===== config.mk =====
export PLATFORM = sky130hd
export DESIGN_NAME = ext_irq_detect
export DESIGN_NICKNAME = d
export VERILOG_FILES = /design/src/rtl/ext_irq_pkg.sv /design/src/rtl/ext_irq_sync.sv /design/src/rtl/ext_irq_cfg.sv /design/src/rtl/ext_irq_chan.sv /design/src/rtl/ext_irq_detect.sv
export SDC_FILE = /design/constraint.sdc
export NUM_CORES = 1
export LEC_CHECK = 0
export BUFFER_PORTS_ARGS = -buffer_cell sky130_fd_sc_hd__buf_2
export CORE_MARGIN = 8
export CORE_UTILIZATION = 40
export DETAILED_ROUTE_END_ITERATION = 10
export GPL_TIMING_DRIVEN = 0
export SYNTH_ARGS = -nofsm -noshare
export SYNTH_HDL_FRONTEND = slang
export SYNTH_HIERARCHICAL = 1
export SYNTH_SLANG_ARGS = --single-unit

===== constraint.sdc =====
create_clock -name clk -period 1.3 [get_ports clk]
set_input_delay 0.065 -clock clk [delete_from_list [all_inputs] [get_ports clk]]
set_output_delay 0.065 -clock clk [all_outputs]
set_load 0.05 [all_outputs]

===== src/rtl/ext_irq_pkg.sv =====
package ext_irq_pkg;
    typedef enum logic [1:0] {
        CH_QUIET   = 2'd0,
        CH_LATCHED = 2'd1,
        CH_ASSERT  = 2'd2
    } ch_state_e;
endpackage


===== src/rtl/ext_irq_sync.sv =====
module ext_irq_sync #(
    parameter int WIDTH  = 4,
    parameter int STAGES = 2
) (
    input  logic             clk,
    input  logic             rst_n,
    input  logic [WIDTH-1:0] async_in,
    output logic [WIDTH-1:0] sync_out
);
    logic [WIDTH-1:0] stage_q [STAGES];

    always_ff @(posedge clk or negedge rst_n) begin
        if (!rst_n) begin
            for (int i = 0; i < STAGES; i++) stage_q[i] <= '0;
        end else begin
            stage_q[0] <= async_in;
            for (int i = 1; i < STAGES; i++) stage_q[i] <= stage_q[i-1];
        end
    end

    assign sync_out = stage_q[STAGES-1];
endmodule


===== src/rtl/ext_irq_cfg.sv =====
module ext_irq_cfg #(
    parameter int               NUM_CH    = 4,
    parameter logic [NUM_CH-1:0] MODE_RST = '0,
    parameter logic [NUM_CH-1:0] POL_RST  = '1
) (
    input  logic              clk,
    input  logic              rst_n,
    input  logic              mode_we,
    input  logic [NUM_CH-1:0] mode_wdata,
    input  logic              pol_we,
    input  logic [NUM_CH-1:0] pol_wdata,
    output logic [NUM_CH-1:0] mode_q,
    output logic [NUM_CH-1:0] pol_q
);
    always_ff @(posedge clk or negedge rst_n) begin
        if (!rst_n) begin
            mode_q <= MODE_RST;
            pol_q  <= POL_RST;
        end else begin
            if (mode_we) mode_q <= mode_wdata;
            if (pol_we)  pol_q  <= pol_wdata;
        end
    end

    // a write is visible on the next cycle
    a_r2_mode_load: assert property (@(posedge clk) disable iff (!rst_n)
        mode_we |=> (mode_q == $past(mode_wdata)));
    a_r2_pol_load: assert property (@(posedge clk) disable iff (!rst_n)
        pol_we |=> (pol_q == $past(pol_wdata)));
endmodule


===== src/rtl/ext_irq_chan.sv =====
module ext_irq_chan
    import ext_irq_pkg::*;
(
    input  logic clk,
    input  logic rst_n,
    input  logic pin_s,
    input  logic mode_edge,
    input  logic pol_high,
    input  logic clr,
    output logic flag
);
    ch_state_e state_q, state_d;
    logic      active;
    logic      active_prev_q;
    logic      edge_hit;

    assign active   = pol_high ? pin_s : ~pin_s;
    assign edge_hit = active & ~active_prev_q;

    always_ff @(posedge clk or negedge rst_n) begin
        if (!rst_n) begin
            state_q       <= CH_QUIET;
            active_prev_q <= 1'b0;
        end else begin
            state_q       <= state_d;
            active_prev_q <= active;
        end
    end

    always_comb begin
        state_d = state_q;
        if (mode_edge) begin
            unique case (state_q)
                CH_QUIET:   state_d = edge_hit ? CH_LATCHED : CH_QUIET;
                CH_LATCHED,
                CH_ASSERT:  state_d = (edge_hit || !clr) ? CH_LATCHED : CH_QUIET;
                default:    state_d = CH_QUIET;
            endcase
        end else begin
            state_d = active ? CH_ASSERT : CH_QUIET;
        end
    end

    always_comb begin
        flag = (state_q != CH_QUIET);
    end

    // a detected edge sets the flag
    a_r3_edge_sets: assert property (@(posedge clk) disable iff (!rst_n)
        (mode_edge && edge_hit) |=> flag);
    // an edge flag holds without a clear
    a_r5_edge_holds: assert property (@(posedge clk) disable iff (!rst_n)
        (mode_edge && flag && !clr) |=> flag);
    // a clear without a new edge drops the flag
    a_r6_clear_drops: assert property (@(posedge clk) disable iff (!rst_n)
        (mode_edge && flag && clr && !edge_hit) |=> !flag);
    // level flag tracks the active level
    a_r8_level_tracks: assert property (@(posedge clk) disable iff (!rst_n)
        !mode_edge |=> (flag == $past(active)));
endmodule


===== src/rtl/ext_irq_detect.sv =====
module ext_irq_detect #(
    parameter int NUM_CH      = 4,
    parameter int SYNC_STAGES = 2
) (
    input  logic              clk,
    input  logic              rst_n,
    input  logic [NUM_CH-1:0] ext_pin,
    input  logic              mode_we,
    input  logic [NUM_CH-1:0] mode_wdata,
    input  logic              pol_we,
    input  logic [NUM_CH-1:0] pol_wdata,
    input  logic              clr_we,
    input  logic [NUM_CH-1:0] clr_mask,
    output logic [NUM_CH-1:0] mode_q,
    output logic [NUM_CH-1:0] pol_q,
    output logic [NUM_CH-1:0] flag_q,
    output logic [NUM_CH-1:0] irq_req
);
    logic [NUM_CH-1:0] pin_sync;
    logic [NUM_CH-1:0] clr_vec;

    assign clr_vec = clr_we ? clr_mask : '0;

    ext_irq_sync #(.WIDTH(NUM_CH), .STAGES(SYNC_STAGES)) u_sync (
        .clk      (clk),
        .rst_n    (rst_n),
        .async_in (ext_pin),
        .sync_out (pin_sync)
    );

    ext_irq_cfg #(.NUM_CH(NUM_CH)) u_cfg (
        .clk        (clk),
        .rst_n      (rst_n),
        .mode_we    (mode_we),
        .mode_wdata (mode_wdata),
        .pol_we     (pol_we),
        .pol_wdata  (pol_wdata),
        .mode_q     (mode_q),
        .pol_q      (pol_q)
    );

    for (genvar g = 0; g < NUM_CH; g++) begin : g_ch
        ext_irq_chan u_chan (
            .clk       (clk),
            .rst_n     (rst_n),
            .pin_s     (pin_sync[g]),
            .mode_edge (mode_q[g]),
            .pol_high  (pol_q[g]),
            .clr       (clr_vec[g]),
            .flag      (flag_q[g])
        );
    end

    always_comb begin
        irq_req = flag_q;
    end

    // a clear in level mode with the level present does not drop the flag
    a_r10_level_clear: assert property (@(posedge clk) disable iff (!rst_n)
        (clr_we && (clr_mask == 4'hF) && (mode_q == 4'h0) && (pin_sync == pol_q)
         && !mode_we && !pol_we) |=> (flag_q == 4'hF));
endmodule


# Word-level counts from Yosys, hierarchy flattened
# Index checks and enable logic that the tools add are counted.
word_totals:
  reg_bits: 28
  input_bits: 21
  elab_cells: 77
  out_inout_bits: 16
classes:
  n_bitwise: 12
  eq_ne: 8
  reduce_logical: 20
  muxes: 25
op_table:
  columns: ["operator", "n"]
  rows:
  - ["2-bit 2-to-1 mux", 8]
  - ["2-bit one-hot mux with 2 select lines", 4]
  - ["1-bit 2-to-1 mux", 12]
  - ["2-bit by 1-bit equality test with 1-bit output (second input constant)", 4]
  - ["2-bit equality test (second input constant)", 4]
  - ["2-bit zero test", 4]
  - ["1-bit NOT", 8]
  - ["2-bit nonzero test", 4]
  - ["2-bit OR reduction", 4]
  - ["1-bit bitwise AND", 4]
  - ["1-bit zero test", 4]
  - ["1-bit logical OR", 4]
  - ["4-bit 2-to-1 mux", 1]

# Longest topological paths before layout
logic_depth:
  depth_word: 7
  ltp_mapped: 4
  mapped_depth_nobuf: 4

# Hierarchy
# The synthesis kept the hierarchy.
by_module_without_submodules:
  columns: ["module", "cells_each", "area_per_inst_um2", "seq_area_each_um2", "instances"]
  rows:
  - ["ext_irq_chan", 15, 163.9, 75.1, 4]
  - ["ext_irq_cfg", 16, 295.3, 205.2, 1]
  - ["ext_irq_sync", 12, 230.2, 200.2, 1]
  - ["ext_irq_detect", 8, 55.1, 0.0, 1]

# Worst setup path before layout
# OpenSTA, ideal clock, no wires.
synth_timing:
  path_type: "reg-to-output"
  startpoint: "register g_ch[0].u_chan.state_q[0]"
  endpoint: "output port irq_req[0]"
  setup_slack_ns: 0.071
  required_ns: 1.235
  arrival_time_ns: 1.164
  path_buffers: 1
  stages_incl_launch_ff: 5
  cell_sequence: "dfrtp_1 inv_1 ha_1 inv_1 buf_4"
synth_between:
  elab_chain_len: 1
synth_rtl:
  columns: ["element", "line", "source"]
  rows:
  - ["start, declared", "ext_irq_chan.sv:12", "ch_state_e state_q, state_d;"]
  - ["start signal, assigned", "ext_irq_chan.sv:25", "state_q <= state_d;"]
  - ["2-bit nonzero test", "ext_irq_chan.sv:45", "flag = (state_q != CH_QUIET);"]
  - ["end, declared", "ext_irq_detect.sv:17", "output logic [NUM_CH-1:0] irq_req"]
# No other way between the ends.

# Worst setup path in the final report
layout_timing:
  startpoint: "register g_ch[2].u_chan.state_q[0]"
  endpoint: "output port irq_req[2]"
layout_between:
  elab_chain_len: 1
layout_rtl:
  columns: ["element", "line"]
  rows:
  - ["start, declared", "ext_irq_chan.sv:12"]
  - ["start signal, assigned", "ext_irq_chan.sv:25"]
  - ["2-bit nonzero test", "ext_irq_chan.sv:45"]
# No other way between the ends.

==> impl_metrics.tcl <==
set metrics [dict create \
    finalHoldViolCount 0 \
    clock_sinks 28 \
    core_area_um2 3000 \
    layout.cells.non_filler 192 \
    synth_area_um2 1240 \
    final_util 0.598 \
    synth_flop_cell "dfrtp_1" \
    finalSetupViolations 3 \
    critPathLaunchType "flop" \
    finalInstanceArea_um2 1800 \
    crit_required_ns 1.24 \
    setup_tns_ns -0.0488 \
    clkSlewWorstSetupHoldPaths_ns 0.14 \
    fmax_ghz 0.755 \
    dp_cells 165 \
    htreeDepth 1 \
    slew_headroom 0.605 \
    status "complete, but fails checks" \
    path_max_fanout 2 \
    synthCells 96 \
    std_cell_rows 20 \
    first_pass_iters 3 \
    pwr-share-comb 0.458 \
    crit_type "reg2out" \
    synth_most_common_cell "dfrtp_1" \
    ir_drop_mv 0.725 \
    max-cap-violations 0 \
    period_needed_ns 1.32 \
    total_power_mw 2.68 \
    wirelength_met1_um 986 \
    ios 37 \
    fp.dieW_um 71.6 \
    seqPwrFrac 0.393 \
    area_growth_pct 45.3 \
    synth.avg_cell_area_um2 12.9 \
    grt_max_degree 29 \
    grt.total_usage 0.104 \
    yosysTopAreaCellShare 0.486 \
    antenna_found_initial 0 \
    p_sw_frac 0.358 \
    p_sw_mw 0.958 \
    yosys-top-cells-count "dfrtp_1, inv_1" \
    slew_violations 0 \
    yosysTopAreaCell "dfrtp_1" \
    dp_hpwl_um 1770 \
    synth_enable_flop_cells 0 \
    routed_wl_um 2450 \
    finalWorstSetupSlack_ns -0.0247 \
    p_int_mw 1.72 \
    layout-drive-gt1-share 0.528 \
    powerDensity_nw_per_um2 1490 \
    grt-ovfl-total 0 \
    fin_worst_skew_ns 0.00700 \
    cts_tree "yes" \
    n_antenna_cell 0 \
    rrSetupSlack_ns 0.06 \
    synth_fp_nets 125 \
    placed_area_um2 1460 \
    regArea_um2 706 \
    routabilityCongestion 0.736 \
    cts.path.max_buffers 2 \
    crit_path_end_kind "primary output" \
    holdWs_ns 0.0655 \
    grt_pass1_wl_um 4240 \
    arrival_ns 1.26 \
    ys_ff_latch 28 \
    async_flop_share 1.00 \
    vias 858 \
    dieHeight_um 71.6 \
    dr_wl_met3_um 160 \
    portBuffers 36 \
    cts_buffers 3 \
    multi_input_area_um2 430 \
    rsz0062_at_grt "true" \
    vias_per_cell 4.47 \
    drt_iter0_drc 17 \
    yosysUniqueCellTypes 12 \
    tightest_slew_ns 0.593 \
    cts_root_buf "clkbuf_4" \
    drtAntennaViolNets 0 \
    wl_per_cell_um 12.8 \
    violations "setup timing" \
    wl_met2_um 1280 \
    pre_cts_ws_ns 0.190 \
    clkPwrFrac 0.149 \
    fill_cells 259 \
    yosysWarningCount 6 \
    ys_top_cells_by_area "dfrtp_1, dfstp_2, ha_1" \
    hold_path_class "in2reg" \
    nets 189 \
    static-leakage-power_nw 0.914 \
    clk_latency_ns 0.31 \
    first_global_vias 944 \
    die-area_um2 5130 \
    fin_crit_sh 1.02 \
    start_util 0.412 \
    top_layer "met4" \
    remaining_drc_errors 0 \
    ys_seq_area_frac 0.571 \
]
-- power groups by stage --
stage          Clock, mW  Combinational [mW]  Sequential (mW)
2_1_floorplan          0               0.580             1.15
6_report           0.400                1.23             1.05
5_1_grt            0.460                1.30             1.07
4_1_cts            0.429                1.15             1.05
3_5_place_dp           0               0.873             1.07
3_3_place_gp           0               0.848             1.07
-- metal layers --
| metal | up-vias | GRT usage |
|---|---|---|
| met4 | 0 | 0.0340 |
| li1 | 423 | - |
| met2 | 24 | 0.192 |
| met3 | 2 | 0.0377 |
| met1 | 409 | 0.106 |
| met5 | - | 0 |
-- final timing paths --
kind,startpoint,depth (start not counted),end
worst min register to register,u_sync/stage_q[4],0,u_sync/sync_out[0]
worst max-delay path,g_ch[2].u_chan/state_q[0],5,irq_req[2]
max in group asynchronous,rst_n,2,u_sync/stage_q[4]
worst min-delay path,pol_we,2,u_cfg/pol_q[1]
min in group asynchronous,rst_n,2,g_ch[1].u_chan/state_q[0]
worst max register to register,g_ch[2].u_chan/state_q[0],6,g_ch[2].u_chan/state_q[0]
-- layout make-up --
class	count	area share
multi-input cells	44	0.240
well taps	33	0.0230
plain buffers	8	0.0418
inverters	16	0.0334
clock buffers	4	0.0202
flip-flops and latches	28	0.393
repair buffers	59	0.249
-- critical path, stage by stage (launching register included) --
cell and delay, ns:
dfrtp_1 0.41, inv_1 0.06, ha_2 0.18, inv_2 0.05
buf_6 0.11, buf_8 0.14
-- cell usage in the layout, fill, tap and decap left out, drive strengths merged --
cell / instances
and2: 4
buf: 52
clkbuf: 6
dfrtp: 24
dfstp: 4
dlygate4sd3: 13
ha: 8
inv: 16
mux2: 8
nand2: 4
nand3b: 4
nor2b: 8
o2111ai: 4
xnor2: 4
-- what timing repair did --
item | 4_1_cts | 5_1_grt
hold buffers | 13 | 0
resized for setup | 23 | 13
buffers inserted | 9 | 1
setup endpoints to repair | 8 | 10
pin swaps | 3 | 2
hold endpoints to repair | 36 | 0
-- cell families (layout without fill, tap and decap cells) --
kind of cell,Yosys count,count (layout),synth area share
multiplexers,8,8,0.0729
AO/OA/AOI/OAI,4,4,0.0283
flip-flops,28,28,0.571
XOR/XNOR,4,4,0.0526
AND/OR/NAND/NOR,20,20,0.0972
buffers and inverters,24,87,0.0972
adder cells (fa/ha/maj),8,8,0.0810
-- flip-flops by register name, summed over array words and instances (netlist names) --
name	count
u_sync/stage_q	4
g_ch.u_chan/state_q	8
u_cfg/mode_q	4
u_sync/sync_out	4
g_ch.u_chan/active_prev_q	4
u_cfg/pol_q	4
No activity file was read; power rests on OpenSTA's default activity.
